$ cat config.mk
export PLATFORM = sky130hd
export DESIGN_NAME = ezs_zone_seq
export DESIGN_NICKNAME = d
export VERILOG_FILES = /design/src/rtl/ezs_pkg.sv /design/src/rtl/ezs_phase_calc.sv /design/src/rtl/ezs_bank_gate.sv /design/src/rtl/ezs_cs_decode.sv /design/src/rtl/ezs_zone_seq.sv
export SDC_FILE = /design/constraint.sdc
export NUM_CORES = 1
export LEC_CHECK = 0
export ABC_AREA = 1
export ABC_CLOCK_PERIOD_IN_PS = 2900
export CAP_MARGIN = 10
export CORE_MARGIN = 2
export CORE_UTILIZATION = 50
export CTS_CLUSTER_DIAMETER = 50
export CTS_CLUSTER_SIZE = 30
export DETAILED_ROUTE_END_ITERATION = 10
export DONT_BUFFER_PORTS = 1
export PLACE_DENSITY = 0.65
export SLEW_MARGIN = 20
export SYNTH_ARGS = -nofsm -noshare
export SYNTH_HDL_FRONTEND = slang
export SYNTH_SLANG_ARGS = --single-unit
export TNS_END_PERCENT = 30
$ cat constraint.sdc
create_clock -name clk -period 2.9 [get_ports clk]
set_input_delay 0.29 -clock clk [delete_from_list [all_inputs] [get_ports clk]]
set_output_delay 0.29 -clock clk [all_outputs]
set_load 0.01 [all_outputs]
$ cat src/rtl/ezs_pkg.sv
package ezs_pkg;

    typedef enum logic [2:0] {
        ST_IDLE  = 3'd0,
        ST_BANK  = 3'd1,
        ST_LEAD  = 3'd2,
        ST_ACT   = 3'd3,
        ST_TRAIL = 3'd4
    } ezs_state_e;

    function automatic int ezs_max4(input int a, input int b, input int c, input int d);
        int m;
        m = a;
        if (b > m) m = b;
        if (c > m) m = c;
        if (d > m) m = d;
        return m;
    endfunction

endpackage

$ cat src/rtl/ezs_phase_calc.sv
module ezs_phase_calc #(
    parameter int NZONES  = 4,
    parameter int LEAD_W  = 2,
    parameter int ACT_W   = 3,
    parameter int TRAIL_W = 2,
    parameter int LEN_W   = 4,
    localparam int ZONE_W = $clog2(NZONES)
) (
    input  logic [ZONE_W-1:0]          zone,
    input  logic                       wr,
    input  logic [NZONES*LEAD_W-1:0]   cfg_rd_lead,
    input  logic [NZONES*ACT_W-1:0]    cfg_rd_act,
    input  logic [NZONES*TRAIL_W-1:0]  cfg_rd_trail,
    input  logic [NZONES*LEAD_W-1:0]   cfg_wr_lead,
    input  logic [NZONES*ACT_W-1:0]    cfg_wr_act,
    input  logic [NZONES*TRAIL_W-1:0]  cfg_wr_trail,
    input  logic [NZONES-1:0]          cfg_dbl,
    output logic [LEN_W-1:0]           lead_len,
    output logic [LEN_W-1:0]           act_len,
    output logic [LEN_W-1:0]           trail_len
);

    logic [LEN_W-1:0] lead_z  [NZONES];
    logic [LEN_W-1:0] act_z   [NZONES];
    logic [LEN_W-1:0] trail_z [NZONES];

    for (genvar z = 0; z < NZONES; z++) begin : g_zone
        logic [LEAD_W-1:0]  lset;
        logic [ACT_W-1:0]   aset;
        logic [TRAIL_W-1:0] tset;

        assign lset = wr ? cfg_wr_lead[z*LEAD_W +: LEAD_W]    : cfg_rd_lead[z*LEAD_W +: LEAD_W];
        assign aset = wr ? cfg_wr_act[z*ACT_W +: ACT_W]       : cfg_rd_act[z*ACT_W +: ACT_W];
        assign tset = wr ? cfg_wr_trail[z*TRAIL_W +: TRAIL_W] : cfg_rd_trail[z*TRAIL_W +: TRAIL_W];

        assign lead_z[z]  = cfg_dbl[z] ? (LEN_W'(lset) << 1) : LEN_W'(lset);
        assign act_z[z]   = (cfg_dbl[z] ? (LEN_W'(aset) << 1) : LEN_W'(aset)) + LEN_W'(1);
        assign trail_z[z] = cfg_dbl[z] ? (LEN_W'(tset) << 1) : LEN_W'(tset);
    end

    assign lead_len  = lead_z[zone];
    assign act_len   = act_z[zone];
    assign trail_len = trail_z[zone];

endmodule

$ cat src/rtl/ezs_bank_gate.sv
module ezs_bank_gate #(
    parameter int ZONE_W = 2,
    parameter int BCYC_W = 3
) (
    input  logic              have_prev,
    input  logic [ZONE_W-1:0] prev_zone,
    input  logic [ZONE_W-1:0] new_zone,
    input  logic [ZONE_W-1:0] bank_zone,
    input  logic [BCYC_W-1:0] bank_cycles,
    output logic [BCYC_W-1:0] gap_len
);

    logic involved;

    // Entering, leaving or staying in the bank zone all count.
    assign involved = have_prev && ((prev_zone == bank_zone) || (new_zone == bank_zone));
    assign gap_len  = involved ? bank_cycles : '0;

endmodule

$ cat src/rtl/ezs_cs_decode.sv
module ezs_cs_decode #(
    parameter int NZONES = 4,
    parameter int ZONE_W = 2
) (
    input  logic [ZONE_W-1:0] zone,
    input  logic              active,
    output logic [NZONES-1:0] cs_n
);

    for (genvar z = 0; z < NZONES; z++) begin : g_cs
        assign cs_n[z] = !(active && (zone == ZONE_W'(z)));
    end

endmodule

$ cat src/rtl/ezs_zone_seq.sv
module ezs_zone_seq
    import ezs_pkg::*;
#(
    parameter int NZONES  = 4,
    parameter int ADDR_W  = 16,
    parameter int DATA_W  = 16,
    parameter int LEAD_W  = 2,
    parameter int ACT_W   = 3,
    parameter int TRAIL_W = 2,
    parameter int BCYC_W  = 3,
    localparam int ZONE_W = $clog2(NZONES)
) (
    input  logic                       clk,
    input  logic                       rst_n,
    input  logic                       req_valid,
    output logic                       req_ready,
    input  logic [ZONE_W-1:0]          req_zone,
    input  logic                       req_write,
    input  logic [ADDR_W-1:0]          req_addr,
    input  logic [DATA_W-1:0]          req_wdata,
    output logic                       rd_valid,
    output logic [DATA_W-1:0]          rd_data,
    input  logic [NZONES*LEAD_W-1:0]   cfg_rd_lead,
    input  logic [NZONES*ACT_W-1:0]    cfg_rd_act,
    input  logic [NZONES*TRAIL_W-1:0]  cfg_rd_trail,
    input  logic [NZONES*LEAD_W-1:0]   cfg_wr_lead,
    input  logic [NZONES*ACT_W-1:0]    cfg_wr_act,
    input  logic [NZONES*TRAIL_W-1:0]  cfg_wr_trail,
    input  logic [NZONES-1:0]          cfg_dbl,
    input  logic [ZONE_W-1:0]          cfg_bank_zone,
    input  logic [BCYC_W-1:0]          cfg_bank_cycles,
    output logic [NZONES-1:0]          bus_cs_n,
    output logic                       bus_rd_n,
    output logic                       bus_we_n,
    output logic [ADDR_W-1:0]          bus_addr,
    output logic [DATA_W-1:0]          bus_dout,
    input  logic [DATA_W-1:0]          bus_din
);

    // One bit of headroom covers doubling and the +1 of the active phase.
    localparam int LEN_W = ezs_max4(LEAD_W, ACT_W, TRAIL_W, BCYC_W) + 1;

    typedef struct packed {
        ezs_state_e         st;
        logic [LEN_W-1:0]   cnt;
        logic [ZONE_W-1:0]  zone;
        logic               wr;
        logic [ADDR_W-1:0]  addr;
        logic [DATA_W-1:0]  wdata;
        logic [LEN_W-1:0]   lead_len;
        logic [LEN_W-1:0]   act_len;
        logic [LEN_W-1:0]   trail_len;
        logic               have_prev;
        logic [ZONE_W-1:0]  prev_zone;
        logic               rd_vld;
        logic [DATA_W-1:0]  rd_data;
    } seq_s;

    seq_s seq_d, seq_q;

    logic [LEN_W-1:0]  new_lead, new_act, new_trail;
    logic [BCYC_W-1:0] gap_len;
    logic              accept;
    logic              in_access;

    ezs_phase_calc #(
        .NZONES (NZONES),
        .LEAD_W (LEAD_W),
        .ACT_W  (ACT_W),
        .TRAIL_W(TRAIL_W),
        .LEN_W  (LEN_W)
    ) u_phase (
        .zone        (req_zone),
        .wr          (req_write),
        .cfg_rd_lead (cfg_rd_lead),
        .cfg_rd_act  (cfg_rd_act),
        .cfg_rd_trail(cfg_rd_trail),
        .cfg_wr_lead (cfg_wr_lead),
        .cfg_wr_act  (cfg_wr_act),
        .cfg_wr_trail(cfg_wr_trail),
        .cfg_dbl     (cfg_dbl),
        .lead_len    (new_lead),
        .act_len     (new_act),
        .trail_len   (new_trail)
    );

    ezs_bank_gate #(
        .ZONE_W(ZONE_W),
        .BCYC_W(BCYC_W)
    ) u_bank (
        .have_prev  (seq_q.have_prev),
        .prev_zone  (seq_q.prev_zone),
        .new_zone   (req_zone),
        .bank_zone  (cfg_bank_zone),
        .bank_cycles(cfg_bank_cycles),
        .gap_len    (gap_len)
    );

    assign accept = req_valid && (seq_q.st == ST_IDLE);

    always_comb begin
        seq_d        = seq_q;
        seq_d.rd_vld = 1'b0;
        unique case (seq_q.st)
            ST_IDLE: begin
                if (accept) begin
                    seq_d.zone      = req_zone;
                    seq_d.wr        = req_write;
                    seq_d.addr      = req_addr;
                    seq_d.wdata     = req_wdata;
                    seq_d.lead_len  = new_lead;
                    seq_d.act_len   = new_act;
                    seq_d.trail_len = new_trail;
                    seq_d.have_prev = 1'b1;
                    seq_d.prev_zone = req_zone;
                    if (gap_len != '0) begin
                        seq_d.st  = ST_BANK;
                        seq_d.cnt = LEN_W'(gap_len);
                    end else if (new_lead != '0) begin
                        seq_d.st  = ST_LEAD;
                        seq_d.cnt = new_lead;
                    end else begin
                        seq_d.st  = ST_ACT;
                        seq_d.cnt = new_act;
                    end
                end
            end
            ST_BANK: begin
                if (seq_q.cnt == LEN_W'(1)) begin
                    if (seq_q.lead_len != '0) begin
                        seq_d.st  = ST_LEAD;
                        seq_d.cnt = seq_q.lead_len;
                    end else begin
                        seq_d.st  = ST_ACT;
                        seq_d.cnt = seq_q.act_len;
                    end
                end else begin
                    seq_d.cnt = seq_q.cnt - LEN_W'(1);
                end
            end
            ST_LEAD: begin
                if (seq_q.cnt == LEN_W'(1)) begin
                    seq_d.st  = ST_ACT;
                    seq_d.cnt = seq_q.act_len;
                end else begin
                    seq_d.cnt = seq_q.cnt - LEN_W'(1);
                end
            end
            ST_ACT: begin
                if (seq_q.cnt == LEN_W'(1)) begin
                    if (!seq_q.wr) begin
                        seq_d.rd_vld  = 1'b1;
                        seq_d.rd_data = bus_din;
                    end
                    if (seq_q.trail_len != '0) begin
                        seq_d.st  = ST_TRAIL;
                        seq_d.cnt = seq_q.trail_len;
                    end else begin
                        seq_d.st  = ST_IDLE;
                        seq_d.cnt = '0;
                    end
                end else begin
                    seq_d.cnt = seq_q.cnt - LEN_W'(1);
                end
            end
            ST_TRAIL: begin
                if (seq_q.cnt == LEN_W'(1)) begin
                    seq_d.st  = ST_IDLE;
                    seq_d.cnt = '0;
                end else begin
                    seq_d.cnt = seq_q.cnt - LEN_W'(1);
                end
            end
            default: begin
                seq_d.st  = ST_IDLE;
                seq_d.cnt = '0;
            end
        endcase
    end

    always_ff @(posedge clk or negedge rst_n) begin
        if (!rst_n) begin
            seq_q <= '0;
        end else begin
            seq_q <= seq_d;
        end
    end

    assign in_access = (seq_q.st == ST_LEAD) || (seq_q.st == ST_ACT) || (seq_q.st == ST_TRAIL);

    ezs_cs_decode #(
        .NZONES(NZONES),
        .ZONE_W(ZONE_W)
    ) u_cs (
        .zone  (seq_q.zone),
        .active(in_access),
        .cs_n  (bus_cs_n)
    );

    assign req_ready = (seq_q.st == ST_IDLE);
    assign bus_rd_n  = !((seq_q.st == ST_ACT) && !seq_q.wr);
    assign bus_we_n  = !((seq_q.st == ST_ACT) && seq_q.wr);
    assign bus_addr  = seq_q.addr;
    assign bus_dout  = seq_q.wdata;
    assign rd_valid  = seq_q.rd_vld;
    assign rd_data   = seq_q.rd_data;

endmodule

==> impl_metrics.env, run 1 <==
export IMPL_power_density_nw_per_um2=950
export IMPL_crit_path_end="seq_q[70]$_DFFE_PN0P_"
export IMPL_arrival_ns=2.31
export IMPL_hold_class="in -> reg"
export IMPL_area_growth_pct=-0.708
export IMPL_ys_ff_latch=70
export IMPL_cts_buffer_depth=2
export IMPL_end_kind="flip-flop"
export IMPL_finalWirelength_mm=10.5
export IMPL_start_kind="flip-flop"
export IMPL_drt_iter0_drc=240
export IMPL_antenna_found_initial=0
export IMPL_place_area_um2=4130
export IMPL_cp_required_ns=3.17
export IMPL_hold_viol=0
export IMPL_post_cts_buffers=0
export IMPL_root_buffer="clkbuf_8"
export IMPL_worst_r2r_path_depth=10
export IMPL_fmaxAchievable_mhz=490
export IMPL_syn_area_um2=4420
export IMPL_grt_max_degree=71
export IMPL_clk_latency_ns=0.34
export IMPL_avgViaCountPerCell=5.34
export IMPL_cts_sinks=70
export IMPL_drv_slew=0
export IMPL_cts_tree="done"
export IMPL_grtUsageTotal_pct=22.0
export IMPL_r2r_end="seq_q[70]$_DFFE_PN0P_"
export IMPL_worst_pin_slew_ns=0.694
export IMPL_crit_path_cell_trace="nor2_1 -> inv_1 -> nor2_1 -> nand2_2 -> buf_4 -> nor2_1 -> nand2_1 -> nand2_1 -> a21oi_1 -> nand2_1"
export IMPL_numCtsBuffers=9
export IMPL_max_stage_delay_ns=0.43
export IMPL_startpoint="seq_q[72]$_DFFE_PN0P_"
export IMPL_finalCoreUtilization_pct=50.8
export IMPL_via_count=3804
export IMPL_die_area_um2=9600
export IMPL_reg2reg_slack_ns=0.86
export IMPL_htree_levels=3
export IMPL_ir_worst_vdd_mv=0.345
export IMPL_synth_edf_count=0
export IMPL_yosysSeqAreaShare_pct=39.7
export IMPL_setup_viol=0
export IMPL_port_buffer_count=0
export IMPL_synth_fp_nets=775
export IMPL_leakage_nw=2.35
export IMPL_syn_inst=650
export IMPL_worstSetupPathType="reg -> reg"
export IMPL_async_reset_ff_share_pct=100
export IMPL_rows=34
export IMPL_postRouteAntennaNets=0
export IMPL_layout_commonest_cell="nand2_1"
export IMPL_cts_resized=0
export IMPL_synth_flop_cell="dfrtp_1"
export IMPL_nNetsFinal=724
export IMPL_synth_area_per_cell_um2=6.79
export IMPL_die_w_um=98.0
export IMPL_finalCritPeriodShare_pct=70.3
export IMPL_total_power_mw=4.17
export IMPL_status="finished, final reports clean"
export IMPL_max_cap_violations=0
export IMPL_synthDistinctLibCells=27
export IMPL_drive_gt1_share_pct=4.47
export IMPL_cp_max_fo=50
export IMPL_slew_headroom_pct=53.4
export IMPL_r2r_start="seq_q[72]$_DFFE_PN0P_"
export IMPL_routabilityCongestion=0.952
export IMPL_grt_pass1_wl_mm=17.3
export IMPL_grt_pass1_vias=3672
export IMPL_first_pass_iters=5
export IMPL_fin_crit_ns=2.04
export IMPL_wl_per_cell_um=14.7
export IMPL_tns_ns=0
export IMPL_antenna_cells=0
export IMPL_grt_overflow_total=0
export IMPL_ios=175
export IMPL_clk_pin_slew_ns=0.08
export IMPL_start_util_pct=51.1
export IMPL_hpwl_mm=7.71
export IMPL_grt_setup_unrepaired="no"
export IMPL_fin_area_um2=4390
export IMPL_finalClockSkew_ns=0.0106
export IMPL_die_h_um=98.0
export IMPL_layout_common_cells="nand2_1, dfrtp_1, nand3_1"
export IMPL_drc=0
export IMPL_dp_cells=694
export IMPL_yosys_warnings=0
export IMPL_stdcell_count=712
export IMPL_core_area_um2=8640
export IMPL_worst_path_max_delay_cell="dfrtp_1"
==> logic make-up after synthesis <==
group,after synthesis,share of synthesized area [%]
AND/OR/NAND/NOR,411,37.0
buffers and inverters,109,13.9
flip-flops,70,39.7
AO/OA/AOI/OAI,49,6.77
adder cells (fa/ha/maj),6,1.70
XOR/XNOR,5,0.991
==> stage by stage <==
| stage | setup slack, ns | hold WS [ns] |
|---|---|---|
| 3_3_place_gp | 0.958 | -0.00420 |
| 4_1_cts | 0.887 | 0.0357 |
| 3_5_place_dp | 0.820 | -0.00420 |
| 5_1_grt | 0.678 | 0.0326 |
| 6_report | 0.861 | 0.0519 |
| 2_1_floorplan | 1.20 | -0.00559 |
==> registers in the layout, summed over array words and instances, names as in the netlist <==
register and flops:
rd_data 16, bus_addr 16, bus_dout 16, rd_valid 1, seq_q 21
==> timing repair <==
action / in CTS / in global routing
setup endpoints to repair: 0 / 0
endpoints found under the hold margin: 70 / 0
hold buffers: 2 / 0
==> worst max-delay path, delay by kind of cell, from the launching register on <==
family                 cells  cell delay [ns]
buffers and inverters      2             0.36
flip-flops                 1             0.43
AND/OR/NAND/NOR            7             1.09
AO/OA/AOI/OAI              1             0.07
==> per-layer routing <==
| metal | global-route usage, % | part of all wire (%) |
|---|---|---|
| met4 | 7.26 | 1.5 |
| met3 | 5.94 | 7.5 |
| met5 | 0 | 0 |
| met2 | 36.0 | 48 |
| met1 | 28.5 | 43 |
==> cells in the mapped netlist, types with 3 or more instances <==
| library cell | count | area share (%) |
|---|---|---|
| nand2_1 | 331 | 28 |
| dfrtp_1 | 70 | 40 |
| buf_4 | 49 | 8.3 |
| nand3_1 | 46 | 5.2 |
| inv_1 | 38 | 3.2 |
| nor2_1 | 21 | 1.8 |
| o21ai_0 | 21 | 2.4 |
| buf_2 | 16 | 1.8 |
| a21oi_1 | 7 | 0.79 |
| ha_1 | 6 | 1.7 |
| o211ai_1 | 6 | 1.0 |
| a22o_1 | 4 | 0.79 |
| nand3b_1 | 4 | 0.68 |
| nor2_2 | 4 | 0.57 |
| xnor2_1 | 4 | 0.79 |
| clkbuf_1 | 3 | 0.25 |
| nor3_1 | 3 | 0.34 |
| o21ai_1 | 3 | 0.34 |
==> cell type report <==
type	count	area [µm²]
clock buffers	11	141
flip-flops and latches	70	1750
fillers	897	4250
well taps	108	135
inverters	41	154
multi-input cells	471	2050
clock inverters	5	81.3
repair buffers	6	67.6
==> worst min path at each step <==
stage,start,to,slack (ns),cells past startpoint
finish,req_wdata[13],bus_dout[13]$_DFFE_PN0P_,0.05,2
global route,req_wdata[7],bus_dout[7]$_DFFE_PN0P_,0.03,2
CTS,req_wdata[13],bus_dout[13]$_DFFE_PN0P_,0.04,2
detailed placement,rst_n,bus_addr[10]$_DFFE_PN0P_,-0.004,0
global placement,rst_n,bus_addr[3]$_DFFE_PN0P_,-0.004,0
floorplan,rst_n,bus_addr[0]$_DFFE_PN0P_,-0.006,0
==> report_power, final <==
| part | total (mW) | internal, mW | switching [mW] |
|---|---|---|---|
| Clock | 0.896 | 0.510 | 0.386 |
| Sequential | 1.89 | 1.42 | 0.474 |
| Combinational | 1.38 | 0.479 | 0.897 |
| Total | 4.17 | 2.41 | 1.76 |
(Power assumes the default switching activity.)
==> run 2: changes to the inputs <==
--- a/config.mk
+++ b/config.mk
@@ -6,7 +6,7 @@
 export NUM_CORES = 1
 export LEC_CHECK = 0
 export ABC_AREA = 1
-export ABC_CLOCK_PERIOD_IN_PS = 2900
+export ABC_CLOCK_PERIOD_IN_PS = 1940
 export CAP_MARGIN = 10
 export CORE_MARGIN = 2
 export CORE_UTILIZATION = 50
==> constraint.sdc (replaced) <==
create_clock -name clk -period 1.94 [get_ports clk]
set_input_delay 0.194 -clock clk [delete_from_list [all_inputs] [get_ports clk]]
set_output_delay 0.194 -clock clk [all_outputs]
set_load 0.01 [all_outputs]
==> impl_metrics.env, run 2 (synthesis gave the netlist of run 1 again) <==
export IMPL_tns_ns=0
export IMPL_grt_overflow_total=0
export IMPL_setup_viol=0
export IMPL_min_delay_start="req_zone[1]"
export IMPL_cts_buffer_depth=2
export IMPL_port_buffer_count=0
export IMPL_internal_power_mw=3.59
export IMPL_numCtsBuffers=9
export IMPL_finalCritPeriodShare_pct=87.6
export IMPL_hold_path_depth=3
export IMPL_die_area_um2=9600
export IMPL_antenna_cells=0
export IMPL_regArea_um2=1750
export IMPL_worstSetupPathType="reg -> reg"
export IMPL_nNetsFinal=778
export IMPL_filler_cell_count=820
export IMPL_die_h_um=98.0
export IMPL_cp_required_ns=2.21
export IMPL_layout_common_cells="nand2_1, dfrtp_1, dlygate4sd3_1"
export IMPL_rows=34
export IMPL_place_area_um2=4180
export IMPL_start_kind="flip-flop"
export IMPL_fmaxAchievable_mhz=588
export IMPL_r2r_end="seq_q[69]$_DFFE_PN0P_"
export IMPL_combPwrFrac_pct=35.7
export IMPL_drc=0
export IMPL_routabilityCongestion=0.902
export IMPL_largest_reg_flops=21
export IMPL_die_w_um=98.0
export IMPL_p_sw_mw=2.64
export IMPL_worst_pin_slew_ns=0.486
export IMPL_fin_area_um2=4900
export IMPL_cts_sinks=70
export IMPL_htree_levels=3
export IMPL_fin_crit_ns=1.70
export IMPL_clk_pin_slew_ns=0.07
export IMPL_layout_commonest_cell="nand2_1"
export IMPL_drt_iter0_drc=220
export IMPL_ios=175
export IMPL_pwr_share_seq_pct=45.5
export IMPL_drv_slew=0
export IMPL_hold_class="in -> reg"
export IMPL_max_cap_violations=0
export IMPL_wl_per_cell_um=14.0
export IMPL_multiInputGateArea_um2=2050
export IMPL_avgViaCountPerCell=5.19
export IMPL_end_kind="flip-flop"
export IMPL_hold_viol=0
export IMPL_clk_latency_ns=0.34
export IMPL_ir_worst_vdd_mv=0.548
export IMPL_start_util_pct=51.1
export IMPL_via_count=3973
export IMPL_grt_max_degree=71
export IMPL_post_cts_buffers=0
export IMPL_grt_setup_unrepaired="no"
export IMPL_leakage_nw=2.56
export IMPL_root_buffer="clkbuf_8"
export IMPL_antenna_found_initial=0
export IMPL_arrival_ns=1.97
export IMPL_hpwl_mm=7.62
export IMPL_first_pass_iters=5
export IMPL_status="finished, final reports clean"
export IMPL_clock_power_share_pct=18.8
export IMPL_grt_pass1_vias=3780
export IMPL_total_power_mw=6.23
export IMPL_power_density_nw_per_um2=1270
export IMPL_power_switching_share_pct=42.4
export IMPL_reg2reg_slack_ns=0.24
export IMPL_cp_max_fo=6
export IMPL_finalClockSkew_ns=0.0125
export IMPL_worst_r2r_path_depth=9
export IMPL_drive_gt1_share_pct=5.02
export IMPL_regMostFlops="seq_q"
export IMPL_r2r_start="seq_q[17]$_DFFE_PN0P_"
export IMPL_slew_headroom_pct=67.6
export IMPL_core_area_um2=8640
export IMPL_finalWirelength_mm=10.7
export IMPL_postRouteAntennaNets=0
export IMPL_pre_cts_slack_ns=0.114
export IMPL_grtUsageTotal_pct=22.3
export IMPL_cts_tree="done"
export IMPL_whs_endpoint="seq_q[27]$_DFFE_PN0P_"
export IMPL_grt_pass1_wl_mm=17.6
export IMPL_area_growth_pct=10.9
export IMPL_layout_setup_ws_ns=0.240
run 2: worst max-delay path, stage by stage, from the launching register on:
cell	delay, ns
dfrtp_1	0.44
xnor2_1	0.15
nand2_1	0.06
a21oi_1	0.23
nand2_1	0.12
nand3_1	0.23
inv_1	0.11
nand3_1	0.12
nand3_1	0.08
nand3_1	0.09
run 2: repair_timing:
| item | 4_1_cts | 5_1_grt |
|---|---|---|
| setup endpoints to repair | 0 | 2 |
| endpoints found under the hold margin | 118 | 0 |
| hold buffers | 50 | 0 |
| gates resized for setup | 0 | 1 |
run 2: routing by layer:
| layer | vias up | share of wire [%] | track usage (%) |
|---|---|---|---|
| met5 | - | 0 | 0 |
| met4 | 0 | 1.4 | 5.45 |
| met3 | 13 | 6.9 | 6.08 |
| met2 | 164 | 47 | 37.7 |
| met1 | 1803 | 45 | 28.6 |
| li1 | 1993 | - | - |
run 2: metrics by stage:
stage / instances / utilization, % / hold slack, ns
final: 765 / 56.7 / 0.114
after global routing: 765 / 56.7 / 0.126
after CTS: 765 / 56.7 / 0.0870
after detailed placement: 700 / 48.4 / -0.100
after global placement: 700 / 48.4 / -0.100
after floorplan: 650 / - / -0.102
run 2: power groups by stage:
stage               clock network, mW  registers, mW  logic, mW
floorplan                           0           2.45       2.54
global placement                    0           2.85       2.03
detailed placement                  0           2.85       2.08
CTS                              1.21           2.83       2.21
global route                     1.26           2.92       2.59
finish                           1.17           2.84       2.23
run 2: worst max path at each step:
stage                                 end  cells past startpoint                   from
detailed placement  seq_q[69]$_DFFE_PN0P_                     14              req_write
global route        seq_q[67]$_DFFE_PN0P_                      9  seq_q[17]$_DFFE_PN0P_
CTS                 seq_q[68]$_DFFE_PN0P_                      9  seq_q[71]$_DFFE_PN0P_
finish              seq_q[69]$_DFFE_PN0P_                      9  seq_q[17]$_DFFE_PN0P_
floorplan           seq_q[69]$_DFFE_PN0P_                     15              req_write
global placement    seq_q[68]$_DFFE_PN0P_                      9  seq_q[71]$_DFFE_PN0P_
run 2: area by class of cell:
| cell class | count | area share (%) |
|---|---|---|
| Sequential cell | 70 | 35.8 |
| Inverter | 41 | 3.14 |
| Timing Repair Buffer | 60 | 12.4 |
| Clock inverter | 5 | 1.23 |
| Clock buffer | 10 | 2.81 |
| Tap cell | 108 | 2.76 |
| Multi-Input combinational cell | 471 | 41.9 |
